<file path="src/rtl/evt_microseq.sv">
module evt_microseq #(
  parameter int DATA_W     = 32,
  parameter int N_EVT      = 4,
  parameter int PROG_DEPTH = 8,
  localparam int SLOT_W = (N_EVT > 1) ? $clog2(N_EVT) : 1,
  localparam int PC_W   = (PROG_DEPTH > 2) ? $clog2(PROG_DEPTH) : 1,
  localparam int CFG_AW = SLOT_W + PC_W
) (
  input  logic                clk,
  input  logic                rst_n,
  input  logic [N_EVT-1:0]    evt_in,
  input  logic                cfg_we,
  input  logic                cfg_prog,
  input  logic [CFG_AW-1:0]   cfg_addr,
  input  logic [DATA_W-1:0]   cfg_wdata,
  input  logic [3*DATA_W-1:0] cnt_val,
  input  logic [8:0]          cnt_mode,
  output logic [2:0]          cnt_try,
  output logic [2:0]          cnt_load,
  output logic [DATA_W-1:0]   cnt_data,
  output logic                busy,
  output logic [4*DATA_W-1:0] dbg_regs
);

  localparam int PROG_SZ = 1 << CFG_AW;
  localparam logic [PC_W-1:0] LAST_PC = PC_W'(PROG_DEPTH - 1);
  localparam logic [1:0] OP_MOV = 2'b00, OP_ADD = 2'b01, OP_SUB = 2'b10, OP_END = 2'b11;

  logic [DATA_W-1:0] gpr [4];
  logic [7:0]        prog [PROG_SZ];
  logic [N_EVT-1:0]  evt_q, pend, pend_clr;
  logic [SLOT_W-1:0] slot, pick;
  logic [PC_W-1:0]   pc;

  wire [N_EVT-1:0] rise  = evt_in & ~evt_q;
  wire             start = !busy && (pend != '0);
  wire [7:0]       instr = prog[{slot, pc}];
  wire [1:0]       op    = instr[7:6];
  wire [2:0]       src   = instr[5:3];
  wire [2:0]       dst   = instr[2:0];
  wire             run   = busy && (op != OP_END);
  wire             to_reg = run && !dst[2];
  wire             to_cnt = busy && (op == OP_MOV) && dst[2] && (dst[1:0] != 2'b11);

  logic [DATA_W-1:0] src_val, dst_val, result;
  logic [2:0]        cnt_ok;

  always_comb begin
    case (src)
      3'd0, 3'd1, 3'd2, 3'd3: src_val = gpr[src[1:0]];
      3'd4:    src_val = cnt_val[0*DATA_W +: DATA_W];
      3'd5:    src_val = cnt_val[1*DATA_W +: DATA_W];
      3'd6:    src_val = cnt_val[2*DATA_W +: DATA_W];
      default: src_val = '0;
    endcase
    dst_val = gpr[dst[1:0]];
    case (op)
      OP_ADD:  result = dst_val + src_val;
      OP_SUB:  result = dst_val - src_val;
      default: result = src_val;
    endcase
  end

  always_comb begin
    pick = '0;
    for (int k = N_EVT - 1; k >= 0; k--)
      if (pend[k]) pick = SLOT_W'(k);
    pend_clr = start ? (N_EVT'(1) << pick) : '0;
  end

  for (genvar c = 0; c < 3; c++) begin : g_mode
    assign cnt_ok[c] = cnt_mode[3*c +: 3] <= 3'd1;
  end

  always_ff @(posedge clk) begin
    if (!rst_n) begin
      evt_q <= '0;
      pend  <= '0;
      busy  <= 1'b0;
      slot  <= '0;
      pc    <= '0;
      for (int r = 0; r < 4; r++) gpr[r] <= '0;
      for (int a = 0; a < PROG_SZ; a++) prog[a] <= {OP_END, 6'd0};
      cnt_try  <= '0;
      cnt_load <= '0;
      cnt_data <= '0;
    end else begin
      evt_q <= evt_in;
      pend  <= (pend & ~pend_clr) | rise;
      if (start) begin
        busy <= 1'b1;
        slot <= pick;
        pc   <= '0;
      end else if (busy) begin
        if (op == OP_END || pc == LAST_PC) busy <= 1'b0;
        else pc <= pc + 1'b1;
      end
      if (cfg_we && !busy) begin
        if (cfg_prog) prog[cfg_addr] <= cfg_wdata[7:0];
        else gpr[cfg_addr[1:0]] <= cfg_wdata;
      end
      if (to_reg) gpr[dst[1:0]] <= result;
      cnt_try  <= to_cnt ? (3'b001 << dst[1:0]) : 3'b000;
      cnt_load <= to_cnt ? ((3'b001 << dst[1:0]) & cnt_ok) : 3'b000;
      if (to_cnt) cnt_data <= src_val;
    end
  end

  assign dbg_regs = {gpr[3], gpr[2], gpr[1], gpr[0]};

  p_single_try_r5: assert property (@(posedge clk) disable iff (!rst_n)
    $onehot0(cnt_try));

  p_strobe_after_run_r7: assert property (@(posedge clk) disable iff (!rst_n)
    (cnt_try != 3'b000) |-> $past(busy));

  p_idle_regs_hold_r11: assert property (@(posedge clk) disable iff (!rst_n)
    (!busy && !cfg_we) |=> (dbg_regs == $past(dbg_regs)));

  p_pending_starts_r10: assert property (@(posedge clk) disable iff (!rst_n)
    (!busy && pend != '0) |=> busy);

  for (genvar c = 0; c < 3; c++) begin : g_chk
    p_load_mode_ok_r5: assert property (@(posedge clk) disable iff (!rst_n)
      cnt_load[c] |-> (cnt_try[c] && ($past(cnt_mode[3*c +: 3]) <= 3'd1)));
    p_drop_in_count_mode_r6: assert property (@(posedge clk) disable iff (!rst_n)
      (cnt_try[c] && ($past(cnt_mode[3*c +: 3]) > 3'd1)) |-> !cnt_load[c]);
  end

endmodule

</file>
<file path="config.mk">
export PLATFORM = sky130hd
export DESIGN_NAME = evt_microseq
export DESIGN_NICKNAME = d
export VERILOG_FILES = /design/src/rtl/evt_microseq.sv
export SDC_FILE = /design/constraint.sdc
export NUM_CORES = 1
export LEC_CHECK = 0
export CORE_AREA = 2 2 255 257
export DETAILED_ROUTE_END_ITERATION = 8
export DIE_AREA = 0 0 257 259
export PLACE_DENSITY = 0.64
export SETUP_SLACK_MARGIN = 0.1
export SLEW_MARGIN = 30
export SYNTH_ARGS = -nofsm -noshare
export SYNTH_HDL_FRONTEND = slang
export SYNTH_SLANG_ARGS = --single-unit
</file>
<file path="constraint.sdc">
create_clock -name clk -period 7.18 [get_ports clk]
set_input_delay 1.436 -clock clk [delete_from_list [all_inputs] [get_ports clk]]
set_output_delay 1.436 -clock clk [all_outputs]
set_load 0.05 [all_outputs]
</file>
# Yosys cells after proc, flatten, opt, wreduce, memory -nomap -nowiden

Memories as Yosys holds them, arrays and structs flattened.
Cells that the tools add are included.

Bits in writable memories: 384
Register bits after elaboration: 52
Input port bits: 150
Logic and storage cells: 89
Memories: 2

$lt $le $gt $ge: 3
Reductions and logical operators: 20
Multiplexer cells: 31
Shift operators: 2
Bitwise gates (word level): 8
Equality and inequality tests: 12
$add $sub $neg: 3

Memories:

| name | depth | bits a word | read ports | clocked after memory_dff | wr ports | RTL line | text |
|---|---|---|---|---|---|---|---|
| prog | 32    | 8           | 1          | 0                        | 32       | 30       | `logic [7:0] prog [PROG_SZ];` |
| gpr  | 4     | 32          | 6          | 0                        | 4        | 29       | `logic [DATA_W-1:0] gpr [4];` |

Operators with widths:

| kind               | count |
|---|---|
| $pmux 32 s4        | 1 |
| $mux 32            | 2 |
| $pmux 32 s2        | 1 |
| $reduce_or 32->1   | 2 |
| $add 32x32->32     | 1 |
| $sub 32x32->32     | 1 |
| $mux 1             | 18 |
| $eq 3x3->1 const B | 4 |
| $mux 2             | 6 |
| $le 3x1->1 const B | 3 |
| $and 4x4->4        | 2 |
| $mux 8             | 1 |
| $not 4->4          | 2 |
| $reduce_or 8->1    | 1 |
| $logic_and 1x1->1  | 7 |
| $eq 3x2->1 const B | 2 |
| $mux 5             | 1 |
| $eq 2x2->1 const B | 2 |
| $mux 4             | 1 |
| $ne 2x2->1 const B | 2 |
| $or 4x4->4         | 1 |
| $reduce_and 2->1   | 2 |
| $reduce_bool 4->1  | 1 |
| $reduce_or 4->1    | 1 |
| 12 further kinds   | 14 |

# Logic depth before layout (Yosys ltp)

Word-level depth: 9
Depth in mapped cells: 35
Depth with buffers taken out: 28

# Least setup slack after synthesis

Ideal clock, no wire load.

Path kind: reg2reg
Start: register pc[0]
End: memory gpr[1][30] (data pin)
Arrival: 7.099 ns
Cell stages (with the launch flop): 28
Buffers on the path: 7
Slack: -0.184 ns
Clock period less this slack: 7.364 ns
Cell sequence: dfxtp_1 buf_6 buf_2 buf_1 clkbuf_1 buf_1 mux4_2 mux4_2 mux2i_1 ha_1 clkbuf_1 clkbuf_1 nor2_1 xor2_1 ha_1 a21o_1 a21oi_1 o21bai_1 a21oi_1 o21bai_1 a31oi_1 o31ai_1 a211oi_1 o31ai_1 xor2_1 a21oi_1 a2bb2oi_1 nor2_1

RTL lines:

| element                | RTL line | text |
|---|---|---|
| start, declared        | 33       | `logic [PC_W-1:0] pc;` |
| start signal, assigned | 96       | `else pc <= pc + 1'b1;` |
| end, declared          | 29       |  |

==> impl_summary.txt <==
----------------------------------------------------
[Timing]
  Worst-Margin Slew ... 0.923 ns
  Final Hold Viols ... 0
  Top achievable clock speed ... 149 MHz
  RSZ-0062 raised after global routing ... false
  Final number of max-transition violations ... 0
  Period utilization ... 93.5%
  Setup skew after layout ... 0.0273 ns
  Max transition margin ... a little under 40%
  Post-route minimum period ... 6.71 ns
  Finish-stage setup viols ... 0

[Synthesis]
  Syn avg cell area ... 11.2 um2
  Cell taking the most area after synthesis ... sky130_fd_sc_hd__edfxtp_1
  Flops & latches, synth ... 436
  Post-synth EDFFs ... 384
  Sequential share of the synthesized area ... 51.1%
  Dominant register cell in the synthesized netlist ... sky130_fd_sc_hd__edfxtp_1
  Netlist cell types ... 77
  Top cells by count, synth ... sky130_fd_sc_hd__edfxtp_1 (384), sky130_fd_sc_hd__and2_1 (255), sky130_fd_sc_hd__nor2_1 (177)
  Top cells by area, synth ... sky130_fd_sc_hd__edfxtp_1 (47%), sky130_fd_sc_hd__and2_1 (6.5%), sky130_fd_sc_hd__mux2i_1 (5.3%)
  Proportion of register bits with asynchronous set or reset after synthesis ... 0%
  Top-area cell type share of the netlist area ... 46.9%
  Cells after synthesis ... 2204
  Number of warning messages in the yosys log ... 0
  Netlist area before placement ... 24600 um2
  Count leader, synth ... sky130_fd_sc_hd__edfxtp_1
  Syn nets ... 2394

[Clocking]
  Maximum level of the CTS H-tree ... 2
  Post-CTS Hold Buffers ... 0
  Clock-pin slew on the worst setup and hold paths ... 0.06 ns
  CTS Root Cell ... sky130_fd_sc_hd__clkbuf_16
  Clock tree from TritonCTS ... yes
  Clk_lat worst skew ... 0.62 ns
  Clock Tree Buf Depth ... 3
  Number of CTS-inserted buffers ... 48
  Number of clock sinks ... 436

[Critical path]
  CP startpoint kind ... flip-flop
  Crit-path slowest cell ... sky130_fd_sc_hd__or4_4
  Crit Reg-Reg Startpoint ... pc[0]$_SDFFE_PP0P_
  Signal arrival time at the worst endpoint ... 7.05 ns
  Biggest cell delay along the critical path ... 0.66 ns
  Critical path's most frequent cell ... sky130_fd_sc_hd__buf_4
  Crit path kind ... reg -> reg
  CP Data Required Time ... ~7.5 ns
  Largest fanout on the critical path ... 16
  Worst-case reg-to-reg path depth ... 28
  Kind of end point of the critical path ... flip-flop
  Register-to-Register Setup Slack ... around 0.47 ns
  Worst setup startpoint ... pc[0]$_SDFFE_PP0P_

[Floorplanning]
  Core region area ... 63900 um2
  Die outline area ... 66600 um2
  Row cnt ... 93
  Die width ... 257 um
  I/O pin total ... 317
  Initial core utilization ... 38.5%
  Die height ... 259 um

[Final layout]
  Number of nets in the final layout ... ~2800
  Final Instance Area ... ~31000 um2
  Sequential Area ... 12600 um2
  Filler-free cell count of the finished design ... roughly 3500
  Count of fill cells added during filler insertion ... approximately 5700
  Synthesis-to-layout area growth ... 27.2%
  Share of layout cells above drive strength 1 ... 14.3%
  Area occupied by multi-input gates ... about 11000 um2

[Place]
  Half-perimeter wire length after detailed placement ... 64200 um
  Input/output buffers ... 313
  Cell total after placement ... 3371
  Cell area after placement ... 29500 um2
  GPL Wtd Cong ... between 0.9 and 1

[Drt]
  Via-per-instance ratio ... 5.70
  Total number of vias ... 19801
  Post-Route WL ... 87600 um
  Drt drc ... 0
  Detailed-route wire length per cell ... 25.2 um
  Detail Route Antenna Nets ... 0
  Detailed Route Iter0 Violations ... 1804
  Number of optimization iterations in the first detailed-route pass ... 6

[Global route]
  Initial antenna violation count ... 2
  Maximum number of pins on one net before global-route repair ... 46
  Wire length of the first global-routing pass ... 127000 um
  Vias in the first global route ... approximately 20000
  Global route overflow ... 0
  Global-route total usage across every layer ... around a quarter

[Power]
  Cell leakage power ... 11.3 nW
  Worst vdd rail ir drop ... 0.177 mV
  Power density cells ... 253 nW/um2

[Status]
  Status ... finished, final reports clean

[Min path]
  Hold/Removal Path Class ... reg -> reg
  Number of cells on the worst hold path ... 2
  Hold Crit Start ... cnt_data[31]$_SDFFE_PN0P_

[Run]
  Number of maximum-capacitance constraint violations ... 0

----------------------------------------------------
[through the flow]
stage	utilization (%)	setup WS [ns]	setup TNS [ns]	power, mW	hold slack [ns]
6_report	49.0	0.465	0	7.91	0.490
5_1_grt	49.0	0.119	0	8.20	0.530
4_1_cts	48.6	0.160	0	7.88	0.504
3_5_place_dp	46.2	-0.00281	-0.00281	5.46	0.486
3_3_place_gp	46.2	0.0638	0	5.44	0.475
2_1_floorplan	-	0.139	0	4.43	0.470
[sequential cells by signal, summed over array words and instances, names as in the netlist]
name      count
pend          4
busy          1
cnt_load      3
prog        256
evt_q         4
gpr         128
cnt_try       3
cnt_data     32
pc            3
slot          2
[routing by layer]
metal / global-route usage (%) / share of wire (%) / up-vias
li1: - / - / 8915
met4: 10.6 / 4.3 / 0
met1: 31.2 / 38 / 9772
met5: 0 / 0 / -
met2: 44.8 / 50 / 937
met3: 3.69 / 7.6 / 177
[timing repair]
| action | in CTS | in global routing |
|---|---|---|
| cloned | 0 | 0 |
| resized for setup | 2 | 25 |
| pin swaps | 0 | 7 |
| setup buffers | 0 | 12 |
| endpoints found under the setup margin | 8 | 58 |
[worst max-delay path: cells and delay by family (launching register included)]
kind	cells	cell delay, ns
XOR/XNOR	2	0.42
AO/OA/AOI/OAI	10	1.64
multiplexers	2	0.45
AND/OR/NAND/NOR	9	2.44
flip-flops	1	0.41
adder cells (fa/ha/maj)	1	0.29
buffers and inverters	4	0.76
[area by class of cell]
class,instances,area share (%)
inverter,45,0.540
timing repair buffer,486,14.6
clock inverter,27,0.895
antenna,2,0.0160
multi-input combinational,1561,36.4
tap,855,3.42
sequential,436,40.2
clock buffer,60,3.98
[power by group]
group          leakage [nW]  total, mW  switching (mW)  internal, mW
Sequential             4.17       2.90          0.0653          2.84
Clock                 0.734       2.42            1.04          1.38
Combinational          6.36       2.59            1.56          1.02
[logic make-up after synthesis]
family                     count (synthesis)  share of synthesized area (%)
buffers and inverters                    207                           3.40
adders and majority gates                 40                           2.06
xor gates and xnor gates                  53                           1.89
and+or+nand+nor                          793                           16.9
muxes                                    229                           12.5
DFF                                      436                           51.1
AOI/OAI and AO/OA                        446                           12.2
[cell usage in the layout (no fill, tap or decap), types with 8 or more instances in the layout]
| cell | n |
|---|---|
| sky130_fd_sc_hd__ha_1 | 39 |
| sky130_fd_sc_hd__o21ai_1 | 22 |
| sky130_fd_sc_hd__nand3_1 | 16 |
| sky130_fd_sc_hd__a221o_1 | 27 |
| sky130_fd_sc_hd__a21o_1 | 15 |
| sky130_fd_sc_hd__mux2_2 | 33 |
| sky130_fd_sc_hd__o21bai_1 | 8 |
| sky130_fd_sc_hd__a21oi_1 | 102 |
| sky130_fd_sc_hd__buf_12 | 10 |
| sky130_fd_sc_hd__and3_1 | 14 |
| sky130_fd_sc_hd__a22oi_1 | 28 |
| sky130_fd_sc_hd__clkbuf_1 | 12 |
| sky130_fd_sc_hd__o21ai_0 | 75 |
| sky130_fd_sc_hd__o211a_1 | 10 |
| sky130_fd_sc_hd__or3_1 | 73 |
| sky130_fd_sc_hd__a211oi_1 | 47 |
| sky130_fd_sc_hd__nor2b_1 | 42 |
| sky130_fd_sc_hd__clkbuf_16 | 48 |
| sky130_fd_sc_hd__mux2i_1 | 128 |
| sky130_fd_sc_hd__clkdlybuf4s50_1 | 312 |
| sky130_fd_sc_hd__buf_4 | 160 |
| sky130_fd_sc_hd__inv_1 | 45 |
| sky130_fd_sc_hd__nor2_1 | 176 |
| sky130_fd_sc_hd__edfxtp_1 | 384 |
| sky130_fd_sc_hd__and2_1 | 254 |
| sky130_fd_sc_hd__a31oi_1 | 20 |
| sky130_fd_sc_hd__clkinv_1 | 11 |
| sky130_fd_sc_hd__nor3_1 | 21 |
| sky130_fd_sc_hd__xor2_1 | 35 |
| sky130_fd_sc_hd__xnor2_1 | 18 |
| sky130_fd_sc_hd__mux4_2 | 57 |
| sky130_fd_sc_hd__nand2_1 | 147 |
| sky130_fd_sc_hd__dfxtp_1 | 50 |
| sky130_fd_sc_hd__nand2b_1 | 8 |
[path summary, 6_finish.rpt]
| kind | to |
|---|---|
| max reg2reg | gpr[0][30]$_SDFFCE_PN0P_ |
| max | gpr[0][30]$_SDFFCE_PN0P_ |
| min reg2reg | cnt_data[31]$_SDFFE_PN0P_ |
| min | cnt_data[31]$_SDFFE_PN0P_ |
No activity file was read; power rests on OpenSTA's default activity.
